===== src/rtl/cyc_timer_pkg.sv =====
`timescale 1ns/1ps
// Package: shared register offsets and mode encoding for the counter channel.
package cyc_timer_pkg;
    localparam int ADDR_W   = 6;
    localparam int DATA_W   = 32;
    localparam int MODE_BIT = 1;
    localparam logic [ADDR_W-1:0] OFS_CMP  = 6'h00;
    localparam logic [ADDR_W-1:0] OFS_CNT  = 6'h04;
    localparam logic [ADDR_W-1:0] OFS_STAT = 6'h10;
    localparam logic [ADDR_W-1:0] OFS_GO   = 6'h14;
    localparam logic [ADDR_W-1:0] OFS_HALT = 6'h18;
    localparam logic [ADDR_W-1:0] OFS_MODE = 6'h20;

    typedef enum logic {
        MODE_INTERVAL = 1'b0,
        MODE_FREERUN  = 1'b1
    } tmode_e;
endpackage


===== src/rtl/cyc_timer_regs.sv =====
`timescale 1ns/1ps
// Module: register file and bus decode.
// Holds the programmed compare value and mode, turns trigger writes into
// one-cycle requests, and muxes read data. Assumes CNT_W <= DATA_W and a
// single-cycle write strobe.
module cyc_timer_regs
    import cyc_timer_pkg::*;
#(
    parameter int CNT_W = 32
) (
    input  logic              clk,
    input  logic              rst_n,
    input  logic [ADDR_W-1:0] addr,
    input  logic              wr_en,
    input  logic [DATA_W-1:0] wr_data,
    input  logic [CNT_W-1:0]  cnt_val,
    input  logic              running,
    output logic [CNT_W-1:0]  cmp_cfg,
    output tmode_e            mode_cfg,
    output logic              go_req,
    output logic              halt_req,
    output logic [DATA_W-1:0] rd_data
);
    logic sel_cmp;
    logic sel_mode;

    // Decode which register a write targets.
    always_comb begin
        sel_cmp  = wr_en && (addr == OFS_CMP);
        sel_mode = wr_en && (addr == OFS_MODE);
        go_req   = wr_en && (addr == OFS_GO)   && wr_data[0];
        halt_req = wr_en && (addr == OFS_HALT) && wr_data[0];
    end

    // Store programmed compare and mode; the core copies them at start.
    always_ff @(posedge clk) begin
        if (!rst_n) begin
            cmp_cfg  <= '0;
            mode_cfg <= MODE_INTERVAL;
        end else begin
            if (sel_cmp)  cmp_cfg  <= wr_data[CNT_W-1:0];
            if (sel_mode) mode_cfg <= tmode_e'(wr_data[MODE_BIT]);
        end
    end

    // Read mux; triggers and unused offsets return zero.
    always_comb begin
        rd_data = '0;
        case (addr)
            OFS_CMP:  rd_data = DATA_W'(cmp_cfg);
            OFS_CNT:  rd_data = DATA_W'(cnt_val);
            OFS_STAT: rd_data = DATA_W'(running);
            OFS_MODE: rd_data[MODE_BIT] = mode_cfg;
            default:  rd_data = '0;
        endcase
    end
endmodule


===== src/rtl/cyc_timer_step.sv =====
`timescale 1ns/1ps
// Module: next-count and event logic for one running clock.
// Pure combinational. Interval mode counts down and reloads at zero;
// free-run counts up with natural wrap. 'hit' marks the event edge.
module cyc_timer_step
    import cyc_timer_pkg::*;
#(
    parameter int CNT_W = 32
) (
    input  logic [CNT_W-1:0] cnt_cur,
    input  logic [CNT_W-1:0] cmp_act,
    input  tmode_e           mode_act,
    output logic [CNT_W-1:0] cnt_nxt,
    output logic             hit
);
    localparam logic [CNT_W-1:0] ONE = CNT_W'(1);

    // Pick next count and event according to active mode.
    always_comb begin
        if (mode_act == MODE_INTERVAL) begin
            hit     = (cnt_cur == '0);
            cnt_nxt = hit ? cmp_act : (cnt_cur - ONE);
        end else begin
            hit     = (cnt_cur == cmp_act);
            cnt_nxt = cnt_cur + ONE;
        end
    end
endmodule


===== src/rtl/cyc_timer_core.sv =====
`timescale 1ns/1ps
// Module: counter engine.
// Runs from copies of compare and mode taken at start, so programming
// changes while running wait for the next start. A halt outranks a
// same-edge event. Assumes go_req and halt_req are never high together.
module cyc_timer_core
    import cyc_timer_pkg::*;
#(
    parameter int CNT_W = 32
) (
    input  logic             clk,
    input  logic             rst_n,
    input  logic             go_req,
    input  logic             halt_req,
    input  logic [CNT_W-1:0] cmp_cfg,
    input  tmode_e           mode_cfg,
    output logic             running,
    output logic [CNT_W-1:0] cnt_q,
    output tmode_e           mode_act,
    output logic             irq
);
    logic [CNT_W-1:0] cmp_act;
    logic [CNT_W-1:0] cnt_nxt;
    logic             hit;
    logic             start_ok;
    logic             stop_ok;

    // Qualify triggers by current state.
    always_comb begin
        start_ok = go_req && !running;
        stop_ok  = halt_req && running;
    end

    cyc_timer_step #(.CNT_W(CNT_W)) u_step (
        .cnt_cur (cnt_q),
        .cmp_act (cmp_act),
        .mode_act(mode_act),
        .cnt_nxt (cnt_nxt),
        .hit     (hit)
    );

    // Run state, active copies, count and interrupt pulse.
    always_ff @(posedge clk) begin
        if (!rst_n) begin
            running  <= 1'b0;
            cnt_q    <= '0;
            cmp_act  <= '0;
            mode_act <= MODE_INTERVAL;
            irq      <= 1'b0;
        end else if (stop_ok) begin
            running <= 1'b0;
            irq     <= 1'b0;
        end else if (start_ok) begin
            running  <= 1'b1;
            cmp_act  <= cmp_cfg;
            mode_act <= mode_cfg;
            cnt_q    <= (mode_cfg == MODE_INTERVAL) ? cmp_cfg : '0;
            irq      <= 1'b0;
        end else if (running) begin
            cnt_q <= cnt_nxt;
            irq   <= hit;
        end else begin
            irq <= 1'b0;
        end
    end
endmodule


===== src/rtl/cyc_timer.sv =====
`timescale 1ns/1ps
// Module: top of the counter channel.
// Joins the register file and the counter engine. Bus reads are
// combinational; writes take effect at the clock edge they are sampled on.
module cyc_timer
    import cyc_timer_pkg::*;
#(
    parameter int CNT_W = 32
) (
    input  logic              clk,
    input  logic              rst_n,
    input  logic [5:0]        bus_addr,
    input  logic              bus_wr,
    input  logic [31:0]       bus_wdata,
    output logic [31:0]       bus_rdata,
    output logic              irq
);
    logic [CNT_W-1:0] cmp_cfg_w;
    tmode_e           mode_cfg_w;
    logic             go_w;
    logic             halt_w;
    logic             run_w;
    logic [CNT_W-1:0] cnt_w;
    tmode_e           mode_act_w;

    cyc_timer_regs #(.CNT_W(CNT_W)) u_regs (
        .clk     (clk),
        .rst_n   (rst_n),
        .addr    (bus_addr),
        .wr_en   (bus_wr),
        .wr_data (bus_wdata),
        .cnt_val (cnt_w),
        .running (run_w),
        .cmp_cfg (cmp_cfg_w),
        .mode_cfg(mode_cfg_w),
        .go_req  (go_w),
        .halt_req(halt_w),
        .rd_data (bus_rdata)
    );

    cyc_timer_core #(.CNT_W(CNT_W)) u_core (
        .clk     (clk),
        .rst_n   (rst_n),
        .go_req  (go_w),
        .halt_req(halt_w),
        .cmp_cfg (cmp_cfg_w),
        .mode_cfg(mode_cfg_w),
        .running (run_w),
        .cnt_q   (cnt_w),
        .mode_act(mode_act_w),
        .irq     (irq)
    );
endmodule


===== config.mk =====
export PLATFORM = sky130hd
export DESIGN_NAME = cyc_timer
export DESIGN_NICKNAME = d
export VERILOG_FILES = /design/src/rtl/cyc_timer_pkg.sv /design/src/rtl/cyc_timer_regs.sv /design/src/rtl/cyc_timer_step.sv /design/src/rtl/cyc_timer_core.sv /design/src/rtl/cyc_timer.sv
export SDC_FILE = /design/constraint.sdc
export NUM_CORES = 1
export LEC_CHECK = 0
export BUFFER_PORTS_ARGS = -buffer_cell sky130_fd_sc_hd__buf_2
export CORE_MARGIN = 8
export CORE_UTILIZATION = 65
export DETAILED_ROUTE_END_ITERATION = 8
export GPL_ROUTABILITY_DRIVEN = 0
export PLACE_DENSITY = 0.87
export REMOVE_ABC_BUFFERS = 1
export SKIP_LAST_GASP = 1
export SYNTH_ARGS = -nofsm -noshare
export SYNTH_HDL_FRONTEND = slang
export SYNTH_SLANG_ARGS = --single-unit

===== constraint.sdc =====
create_clock -name clk -period 4.69 [get_ports clk]
set_input_delay 0.938 -clock clk [delete_from_list [all_inputs] [get_ports clk]]
set_output_delay 0.938 -clock clk [all_outputs]
set_load 0.02 [all_outputs]

## Word-level counts from Yosys, hierarchy flattened

Cells that the tools add are included.

| word-level totals | value |
|---|---|
| bits in latches | 0 |
| memories | 0 |
| bits in registers | 100 |
| ROM bits | 0 |
| output and inout bits | 33 |
| word-level logic and storage cells | 43 |
| RAM bits | 0 |
| input port bits | 41 |

| operators by class | value |
|---|---|
| reduce and logical (&&, ||, !) cells | 16 |
| bitwise logic cells | 3 |
| mux-type cells | 9 |
| div/mod/pow operators | 0 |
| eq/ne operators | 6 |
| magnitude comparators | 0 |
| multiply operators | 0 |
| shifts and indexed selects | 0 |
| add/sub/neg operators | 2 |

Operator list:

| operator | number |
|---|---|
| 2-to-1 mux 32 bit | 5 |
| one-hot mux 30 bit (2 select lines) | 1 |
| adder 32 x 1 -> 32 bit (second input constant) | 1 |
| equality test 32 bit | 1 |
| zero test 32 bit | 1 |
| subtractor 32 x 1 -> 32 bit (second input constant) | 1 |
| equality test 6 x 5 -> 1 bit (second input constant) | 3 |
| logical AND 1 bit | 8 |
| equality test 6 x 3 -> 1 bit (second input constant) | 1 |
| equality test 6 bit (second input constant) | 1 |
| zero test 6 bit | 1 |
| one-hot mux 1 bit (3 select lines) | 2 |
| AND reduction 2 bit | 2 |
| OR reduction 4 bit | 1 |
| inverter 1 bit | 3 |
| nonzero test 2 bit | 1 |
| OR reduction 2 bit | 1 |
| zero test 1 bit | 1 |
| 2-to-1 mux 1 bit | 1 |

## Logic depth before layout (Yosys ltp)

Gate-level depths: netlist of run 1.

| depth | value |
|---|---|
| depth after elaboration | 6 |
| gate-level depth with buffers | 11 |

## Modules after synthesis

A second synthesis of run 1 with hierarchy kept.

| unflattened totals | value |
|---|---|
| cells, all modules | 955 |
| area total of the unflattened synthesis | 7,074.3 sq um |

By module, submodules not included:

| module | area each (sq um) | cells each | seq. area each (sq um) | instances |
|---|---|---|---|---|
| cyc_timer_core | 2,625.0 | 333 | 1,341.3 | 1 |
| cyc_timer_step | 2,528.7 | 396 | 0.0 | 1 |
| cyc_timer_regs | 1,920.6 | 226 | 660.6 | 1 |

## Worst setup path before layout of run 1

No wires, ideal clock.

| timing | value |
|---|---|
| kind | in2out |
| start | input port bus_addr[5] |
| end | output port bus_rdata[1] |
| slack | 1,209 ps |
| data required time | 3,752 ps |
| arrival time | 2,543 ps |
| stages | 6 |
| cells stage by stage | or4_1 > clkbuf_1 > nor3b_1 > clkbuf_1 > a22oi_1 > nand2_1 |

| on the way | value |
|---|---|
| cells in the longest elaborated chain, start to end | 2 |

Ends and longest elaborated chain:

| item | line | text |
|---|---|---|
| from (decl) | cyc_timer.sv:12 | `input logic [5:0] bus_addr,` |
| equality test 6 bit (tied with other cells) | cyc_timer_regs.sv:49 | `case (addr)` |
| one-hot mux 1 bit (3 select lines) (*) | cyc_timer_regs.sv:49 |  |
| to (decl) | cyc_timer.sv:15 | `output logic [31:0] bus_rdata,` |

Every way passes the cells marked *; elsewhere a longest branch is shown, timed or not.

## Worst setup path after layout of run 1

Same ends and word-level chain as after synthesis.

==> flow_summary.toml, run 1 <==
[layout]
area.sequential_um2 = 2000
fin_area_um2 = 7390
post-route-util = 0.715
multi_input_area_um2 = 4480
fin_nets = 965
layout_commonest_cell = "nand2_1"
areaGrowthSynthToFinish_pct = 6.78
diodes = 0
fillers = 870
most-common-layout-cells = "nand2_1, dfxtp_1, buf_2"
drive_above_1_share = 0.138

[floorplanning]
die-height_um = 119
dieArea_um2 = 14200
std_cell_rows = 37
start_util = 0.670
io_pins = 74
dieWidth_um = 119
fp.coreArea_um2 = 10300

[yosys]
synth_xor_xnor_area_share = 0.0810
synth_top_area_frac = 0.289
muxShareOfSynthArea = 0.0105
synth_cells = 911
synth-simple-area-share = 0.277
syn_avg_cell_area_um2 = 7.59
ys_warn_count = 0
async_reset_ff_frac = 0
synth_fa_ha_area_frac = 0.00543
ys_types = 75
syn_area_um2 = 6920
yosysSeqAreaShare = 0.289
synth-compound-area-share = 0.271
synth_area_leaders = "dfxtp_1, nand2_1, a21boi_0"
synth_edf_count = 0
synth_top_area_cell = "dfxtp_1"
ys_ff_latch = 100
synthFlopType = "dfxtp_1"
synth_top_family_by_area = "simple AND/OR/NAND/NOR gates"

[grt]
grt_max_degree = 43
antenna_found_initial = 0
grt_pass1_wl_um = 34500
grt_usage = 0.291
grt_pass1_vias = 6640
overflow = 0

[place]
port_buffers = 73
placement.cell_area_um2 = 7200
place_hpwl_um = 14100

[cts]
cts_setup_buffers = 0
cts_hold_buffers = 0
cts.sinks = 100
cts_tree = "yes"
cts.clk_slew.worst_paths_ns = 0.10
htreeDepth = 3
numCtsBuffers = 9
ctsResizeCount = 0
root_buffer = "clkbuf_8"
clock_latency_ns = 0.38
clock_path_buffers = 2

[worst_setup_path]
crit_type = "in2out"
crit_chain = "buf_2, or4_1, nor3b_2, buf_4, a22oi_1, nand2_1, buf_2"
required_ns = 3.75
crit_fanout = 31
end_kind = "output pin"
critPathSlowestCell = "or4_1"
cp_common_cell = "buf_2"
crit_path_start_kind = "primary input"
cp_slowest_stage_delay_ns = 0.66
crit_arrival_ns = 2.75

[timing]
rsz0062_at_grt = "false"
hold_viol = 0
slew-limit-headroom = 0.358
skew_ns = 0.0146
maxSlewViolCount = 0
worst_pin_slew_ns = 0.954
setup_viol = 0
timing.fmax_ghz = 0.272
min_period_over_period = 0.785
fin_hold_ws_ns = 0.488
period_needed_ns = 3.68

[power_and_ir_drop]
p_leak_nw = 2.68
p_per_area_nw_per_um2 = 216
vdd_drop_max_uv = 178
power_mw = 1.60

[run_status]
status = "finished clean"

[drt]
vias = 7092
antenna_left = 0
firstDrtPassIters = 6
drc = 0
wl_per_cell_um = 19.6
wirelength_um = 20800
drt_iter0_drc = 1141
vias_per_cell = 6.68

[hold_path]
worstHoldPathType = "reg2reg"

[job]
cap_viol_max_count = 0
cell type report:
class	count	share of cell area
multi-input cells	706	0.606
flip-flops and latches	100	0.271
repair buffers	92	0.0688
well taps	136	0.0230
clock buffers	10	0.0173
clock inverters	5	0.00728
inverters	12	0.00610
sequential cells by signal (all words and copies together), names as in the netlist:
register,cells
u_core.cmp_act,32
u_core.cnt_q,32
u_core.irq,1
u_core.mode_act,1
u_core.running,1
u_regs.cmp_cfg,32
u_regs.mode_cfg,1
metrics by stage:
stage               setup WS (ns)  std cells  TNS, ns
finish                       1.01       1061        0
global route                0.865       1061        0
CTS                          1.01       1061        0
detailed placement           1.01       1046        0
global placement             1.05       1046        0
floorplan                  -0.153        818    -2.44
Yosys cell counts (3+ instances only):
cell type / instances
a221oi_1: 3
nand4b_1: 3
o311ai_0: 3
inv_1: 12
nor3_1: 22
ha_1: 3
nand2_1: 180
a22oi_1: 4
and4_1: 5
nand4_1: 28
or3_1: 7
a21boi_0: 57
a311oi_1: 4
xnor2_1: 43
a21oi_1: 27
o311a_1: 4
o31ai_1: 4
a31oi_1: 6
mux2i_1: 5
buf_4: 4
a21boi_1: 8
nor3b_1: 5
and3_1: 4
o221ai_1: 14
xor2_1: 21
o21ai_0: 24
nor2b_1: 17
nor2_1: 39
a22o_1: 44
nand3_1: 23
a211oi_1: 11
buf_2: 23
nor4_1: 16
dfxtp_1: 100
buf_1: 11
nand2b_1: 3
o211ai_1: 7
or4_1: 8
and2_1: 6
clkbuf_1: 53
kinds of logic (layout without fill, tap and decap cells):
group                      after synthesis  in the layout
and+or+nand+nor                        383            383
AOI/OAI and AO/OA                      249            249
buffers and inverters                  105            119
DFF                                    100            100
xor gates and xnor gates                64             64
muxes                                    7              7
adders and majority gates                3              3
final timing paths:
check / from / end / slack, ns / cells after the start
hold reg to reg: u_regs.cmp_cfg[11]$_SDFFE_PN0P_ / u_regs.cmp_cfg[11]$_SDFFE_PN0P_ / 0.49 / 2
setup / recovery: bus_addr[5] / bus_rdata[1] / 1.01 / 7
hold / removal: u_regs.cmp_cfg[11]$_SDFFE_PN0P_ / u_regs.cmp_cfg[11]$_SDFFE_PN0P_ / 0.49 / 2
setup reg to reg: u_core.cnt_q[1]$_SDFFE_PN0P_ / u_core.cnt_q[10]$_SDFFE_PN0P_ / 1.28 / 8
critical path: cells and delay by family:
kind            cells  cell delay (ns)
simple gates        3             0.98
buf+inv             3             0.66
compound gates      1             0.15
where the power goes:
part / leakage, nW / switching [mW] / internal (mW)
sequential: 0.806 / 0.00772 / 0.851
combinational: 1.78 / 0.121 / 0.0768
clock: 0.0959 / 0.299 / 0.242
total: 2.68 / 0.428 / 1.17
metal layers:
metal	up-vias	part of all wire	track usage
li1	3316	-	-
met1	3271	0.40	0.382
met3	60	0.11	0.0614
met4	0	0.028	0.119
met2	445	0.45	0.455
met5	-	0	0
Power figures use the tool's default switching activity.
==> run 2, diff against run 1 <==
--- a/config.mk
+++ b/config.mk
@@ -7,10 +7,10 @@
 export LEC_CHECK = 0
 export BUFFER_PORTS_ARGS = -buffer_cell sky130_fd_sc_hd__buf_2
 export CORE_MARGIN = 8
-export CORE_UTILIZATION = 65
+export CORE_UTILIZATION = 54
 export DETAILED_ROUTE_END_ITERATION = 8
 export GPL_ROUTABILITY_DRIVEN = 0
-export PLACE_DENSITY = 0.87
+export PLACE_DENSITY = 0.77
 export REMOVE_ABC_BUFFERS = 1
 export SKIP_LAST_GASP = 1
 export SYNTH_ARGS = -nofsm -noshare
==> constraint.sdc (replaced) <==
create_clock -name clk -period 3.3 [get_ports clk]
set_input_delay 0.66 -clock clk [delete_from_list [all_inputs] [get_ports clk]]
set_output_delay 0.66 -clock clk [all_outputs]
set_load 0.02 [all_outputs]
==> run 2 against run 1 <==
Against the previous run:
- register-to-register slack got worse by 0.71 ns
- clock skew fell by 0.0027 ns
- clock power rose by 130%
- combinational power is 51% higher
- utilization fell by 9.0 points
- hold slack improved by 0.0050 ns
- count of clock-buffer cells in the layout increased by 2
- critical path depth did not move
- sequential share of layout area shrank 1.6 points
- sequential power rose by 42%
- wire length increased by 4.0%
==> flow_summary.toml, run 2 (synthesis results as in run 1) <==
[power_and_ir_drop]
p_per_area_nw_per_um2 = 353
p_leak_nw = 2.94
power_mw = 2.77
vdd_drop_max_uv = 289

[floorplanning]
fp.coreArea_um2 = 12600
dieWidth_um = 129
std_cell_rows = 41
die-height_um = 129
start_util = 0.550
io_pins = 74
dieArea_um2 = 16700

[layout]
most-common-layout-cells = "nand2_1, dfxtp_1, buf_2"
areaGrowthSynthToFinish_pct = 13.6
diodes = 0
drive_above_1_share = 0.170
fin_area_um2 = 7860
fin_cells = 1132
fillers = 1157
reg.largest.list = "u_core.cmp_act: 32 flops, u_core.cnt_q: 32 flops, u_regs.cmp_cfg: 32 flops"
layout_commonest_cell = "nand2_1"
post-route-util = 0.625
fin_nets = 999

[place]
port_buffers = 73
placement.cell_area_um2 = 7500
dp.cells = 1116
place_hpwl_um = 15500

[timing]
setup_viol = 0
skew_ns = 0.0120
setup_tns_ns = 0
worst_pin_slew_ns = 0.743
rsz0062_at_grt = "false"
timing.fmax_ghz = 0.329
period_needed_ns = 3.04
slew-limit-headroom = 0.502
maxSlewViolCount = 0
hold_viol = 0
min_period_over_period = 0.920

[drt]
antenna_left = 0
vias = 7150
wl_per_cell_um = 19.1
wirelength_um = 21600
firstDrtPassIters = 8
drt_iter0_drc = 805
drc = 0
vias_per_cell = 6.32

[worst_setup_path]
crit_chain = "buf_2, or4_1, nor3b_2, buf_4, a22oi_1, nand2_1, buf_2"
cp_slowest_stage_delay_ns = 0.67
worstReg2RegEnd = "u_core.cnt_q[26]$_SDFFE_PN0P_"
critPathSlowestCell = "or4_1"
crit_family = "simple AND/OR/NAND/NOR gates"
cp_common_cell = "buf_2"
reg2reg_depth = 6
crit_fanout = 17
crit_buf_inv = 3
crit_arrival_ns = 2.38
r2r_setup_slack_ns = 0.57
crit_type = "in2out"
crit_path_start_kind = "primary input"
r2r_start = "u_core.cnt_q[19]$_SDFFE_PN0P_"
end_kind = "output pin"
required_ns = 2.64

[cts]
htreeDepth = 3
numCtsBuffers = 9
cts.clk_slew.worst_paths_ns = 0.07
cts_tree = "yes"
root_buffer = "clkbuf_16"
clock_path_buffers = 2
clock_latency_ns = 0.36
cts.sinks = 100
ctsResizeCount = 0
cts_hold_buffers = 0
cts_setup_buffers = 0

[hold_path]
min-delay-start = "u_regs.cmp_cfg[11]$_SDFFE_PN0P_"
min_to = "u_regs.cmp_cfg[11]$_SDFFE_PN0P_"
hold_depth = 2
worstHoldPathType = "reg2reg"

[run_status]
status = "finished clean"

[grt]
grt_max_degree = 40
grt_pass1_wl_um = 34700
grt_usage = 0.261
grt_pass1_vias = 6494
overflow = 0
antenna_found_initial = 0

[job]
cap_viol_max_count = 0
run 2: worst max path at each step:
| stage | slack, ns | endpoint | cells past startpoint | startpoint |
|---|---|---|---|---|
| floorplan | -1.25 | u_core.cnt_q[28]$_SDFFE_PN0P_ | 6 | bus_addr[5] |
| global placement | 0.31 | bus_rdata[1] | 7 | bus_addr[5] |
| detailed placement | 0.27 | bus_rdata[1] | 7 | bus_addr[5] |
| CTS | 0.27 | bus_rdata[1] | 7 | bus_addr[5] |
| global route | 0.20 | bus_rdata[1] | 7 | bus_addr[5] |
| finish | 0.26 | bus_rdata[1] | 7 | bus_addr[5] |
run 2: metal layers:
layer	global-route usage	up-vias	share of wire
li1	-	3386	-
met1	0.346	3364	0.44
met2	0.412	353	0.45
met3	0.0448	47	0.081
met4	0.105	0	0.026
met5	0	-	0
run 2: where the power goes:
part / switching (mW) / leakage (nW) / internal (mW)
clock network: 0.473 / 0.173 / 0.782
registers: 0.00783 / 0.806 / 1.21
logic: 0.176 / 1.96 / 0.122
total: 0.657 / 2.94 / 2.11
run 2: area by class of cell:
type                       count  area, um^2  area share
inverter                      12        45.0     0.00573
multi-input combinational    706        4480       0.570
clock inverter                 4        95.1      0.0121
timing repair buffer         126         763      0.0971
clock buffer                  12         256      0.0326
tap                          172         215      0.0274
sequential                   100        2000       0.255
run 2: worst min-delay path, stage by stage (launching register included):
cell and delay (ns):
dfxtp_1 0.33, nand2_1 0.06, a21boi_1 0.05
run 2: stage by stage:
stage                     hold slack [ns]  worst slack [ns]
after floorplan                     0.456             -1.25
after global placement              0.474             0.309
after detailed placement            0.482             0.275
after CTS                           0.491             0.266
after global routing                0.512             0.201
final                               0.493             0.262
==> run 3, diff against run 2 <==
--- a/config.mk
+++ b/config.mk
@@ -6,11 +6,11 @@
 export NUM_CORES = 1
 export LEC_CHECK = 0
 export BUFFER_PORTS_ARGS = -buffer_cell sky130_fd_sc_hd__buf_2
-export CORE_MARGIN = 8
-export CORE_UTILIZATION = 54
+export CORE_UTILIZATION = 60
+export CTS_CLUSTER_SIZE = 28
 export DETAILED_ROUTE_END_ITERATION = 8
 export GPL_ROUTABILITY_DRIVEN = 0
-export PLACE_DENSITY = 0.77
+export PLACE_DENSITY = 0.81
 export REMOVE_ABC_BUFFERS = 1
 export SKIP_LAST_GASP = 1
 export SYNTH_ARGS = -nofsm -noshare
==> constraint.sdc (replaced) <==
create_clock -name clk -period 3.31 [get_ports clk]
set_input_delay 0.662 -clock clk [delete_from_list [all_inputs] [get_ports clk]]
set_output_delay 0.662 -clock clk [all_outputs]
set_load 0.02 [all_outputs]
==> run 3 against run 2 <==
Against the previous run:
- first-iteration DRC count is 17% higher
- count of clock-buffer cells in the layout is 2 lower
- flip-flop and latch count stayed put
- utilization is 7.4 points higher
- hold slack worse by 0.00066 ns
- combinational power hardly changed
- final area is 1.8% lower
- clock power is 6% lower
==> flow_summary.toml, run 3 (synthesis results as in run 1) <==
[run_status]
status = "finished clean"

[grt]
grt_pass1_wl_um = 34500
grt_max_degree = 49
overflow = 0
grt_usage = 0.377
grt_pass1_vias = 6795
antenna_found_initial = 0

[timing]
setup_tns_ns = 0
worst_pin_slew_ns = 0.761
skew_ns = 0.0100
period_needed_ns = 3.08
slew-limit-headroom = 0.492
rsz0062_at_grt = "false"
fin_hold_ws_ns = 0.492
min_period_over_period = 0.931
maxSlewViolCount = 0
timing.fmax_ghz = 0.325
setup_viol = 0
hold_viol = 0
finalWorstSetupSlack_ns = 0.229

[hold_path]
worstHoldPathType = "reg2reg"

[layout]
fin_cells = 1086
areaGrowthSynthToFinish_pct = 11.5
fillers = 919
area.sequential_um2 = 2000
layout_commonest_cell = "nand2_1"
drive_above_1_share = 0.159
fin_nets = 985
multi_input_area_um2 = 4480
reg.largest.list = "u_core.cmp_act: 32 flops, u_core.cnt_q: 32 flops, u_regs.cmp_cfg: 32 flops"
diodes = 0
most-common-layout-cells = "nand2_1, dfxtp_1, buf_2"
fin_area_um2 = 7710

[worst_setup_path]
critPathSlowestCell = "or4_1"
crit_fanout = 12
cp_common_cell = "buf_2"
crit_arrival_ns = 2.42
required_ns = 2.65
end_kind = "output pin"
crit_family = "simple AND/OR/NAND/NOR gates"
crit_chain = "buf_2, or4_1, nor3b_2, buf_4, a22o_1, buf_2"
crit_path_start_kind = "primary input"
cp_slowest_stage_delay_ns = 0.67
crit_buf_inv = 3
crit_type = "in2out"

[cts]
clock_path_buffers = 2
root_buffer = "clkbuf_16"
numCtsBuffers = 9
htreeDepth = 3
cts.sinks = 100
cts.clk_slew.worst_paths_ns = 0.07
cts_hold_buffers = 0
cts_setup_buffers = 0
cts_tree = "yes"
ctsResizeCount = 0
clock_latency_ns = 0.36

[power_and_ir_drop]
p_per_area_nw_per_um2 = 348
p_leak_nw = 2.86
vdd_drop_max_uv = 473

[place]
pre_cts_slack_ns = 0.245
place_hpwl_um = 15000
dp.cells = 1070
placement.cell_area_um2 = 7380
port_buffers = 73

[floorplanning]
std_cell_rows = 38
dieWidth_um = 109
fp.coreArea_um2 = 11000
dieArea_um2 = 12000
die-height_um = 109
start_util = 0.627
io_pins = 74

[drt]
wirelength_um = 22000
antenna_left = 0
firstDrtPassIters = 6
wl_per_cell_um = 20.2
drc = 0
vias_per_cell = 6.83
vias = 7416
drt_iter0_drc = 944

[job]
cap_viol_max_count = 0
## run 3: final timing paths
kind                                       start                              to  slack, ns  depth (start not counted)
setup / recovery                     bus_addr[5]                   bus_rdata[13]       0.23                          6
hold reg to reg   u_regs.cmp_cfg[8]$_SDFFE_PN0P_  u_regs.cmp_cfg[8]$_SDFFE_PN0P_       0.49                          2
hold / removal    u_regs.cmp_cfg[8]$_SDFFE_PN0P_  u_regs.cmp_cfg[8]$_SDFFE_PN0P_       0.49                          2
setup reg to reg    u_core.cnt_q[1]$_SDFFE_PN0P_   u_core.cnt_q[26]$_SDFFE_PN0P_       0.40                          8
## run 3: worst min-delay path: cells and delay by family (launching register included)
family | cells | cell delay (ns)
flip-flops | 1 | 0.34
AND/OR/NAND/NOR | 1 | 0.06
AO/OA/AOI/OAI | 1 | 0.05
## run 3: area by class of cell
| cell class | count | share of cell area |
|---|---|---|
| Multi-Input combinational cell | 706 | 0.581 |
| Timing Repair Buffer | 112 | 0.0886 |
| Clock inverter | 6 | 0.0114 |
| Tap cell | 140 | 0.0227 |
| Sequential cell | 100 | 0.260 |
| Inverter | 12 | 0.00584 |
| Clock buffer | 10 | 0.0310 |
## run 3: stage by stage
| stage | util | power [mW] |
|---|---|---|
| final | 0.699 | 2.68 |
| after global placement | 0.669 | 1.52 |
| after global routing | 0.699 | 2.75 |
| after detailed placement | 0.669 | 1.53 |
| after floorplan | - | 1.41 |
| after CTS | 0.699 | 2.68 |
## run 3: routing by layer
metal | share of wire | global-route usage
met1 | 0.40 | 0.490
met2 | 0.44 | 0.575
met3 | 0.12 | 0.0877
met4 | 0.045 | 0.207
met5 | 0 | 0
## run 3: where the power goes
| group | leakage (nW) | total, mW | switching, mW | internal (mW) |
|---|---|---|---|---|
| Clock | 0.162 | 1.17 | 0.490 | 0.684 |
| Sequential | 0.806 | 1.21 | 0.00853 | 1.21 |
| Combinational | 1.89 | 0.296 | 0.182 | 0.115 |
| Total | 2.86 | 2.68 | 0.680 | 2.00 |
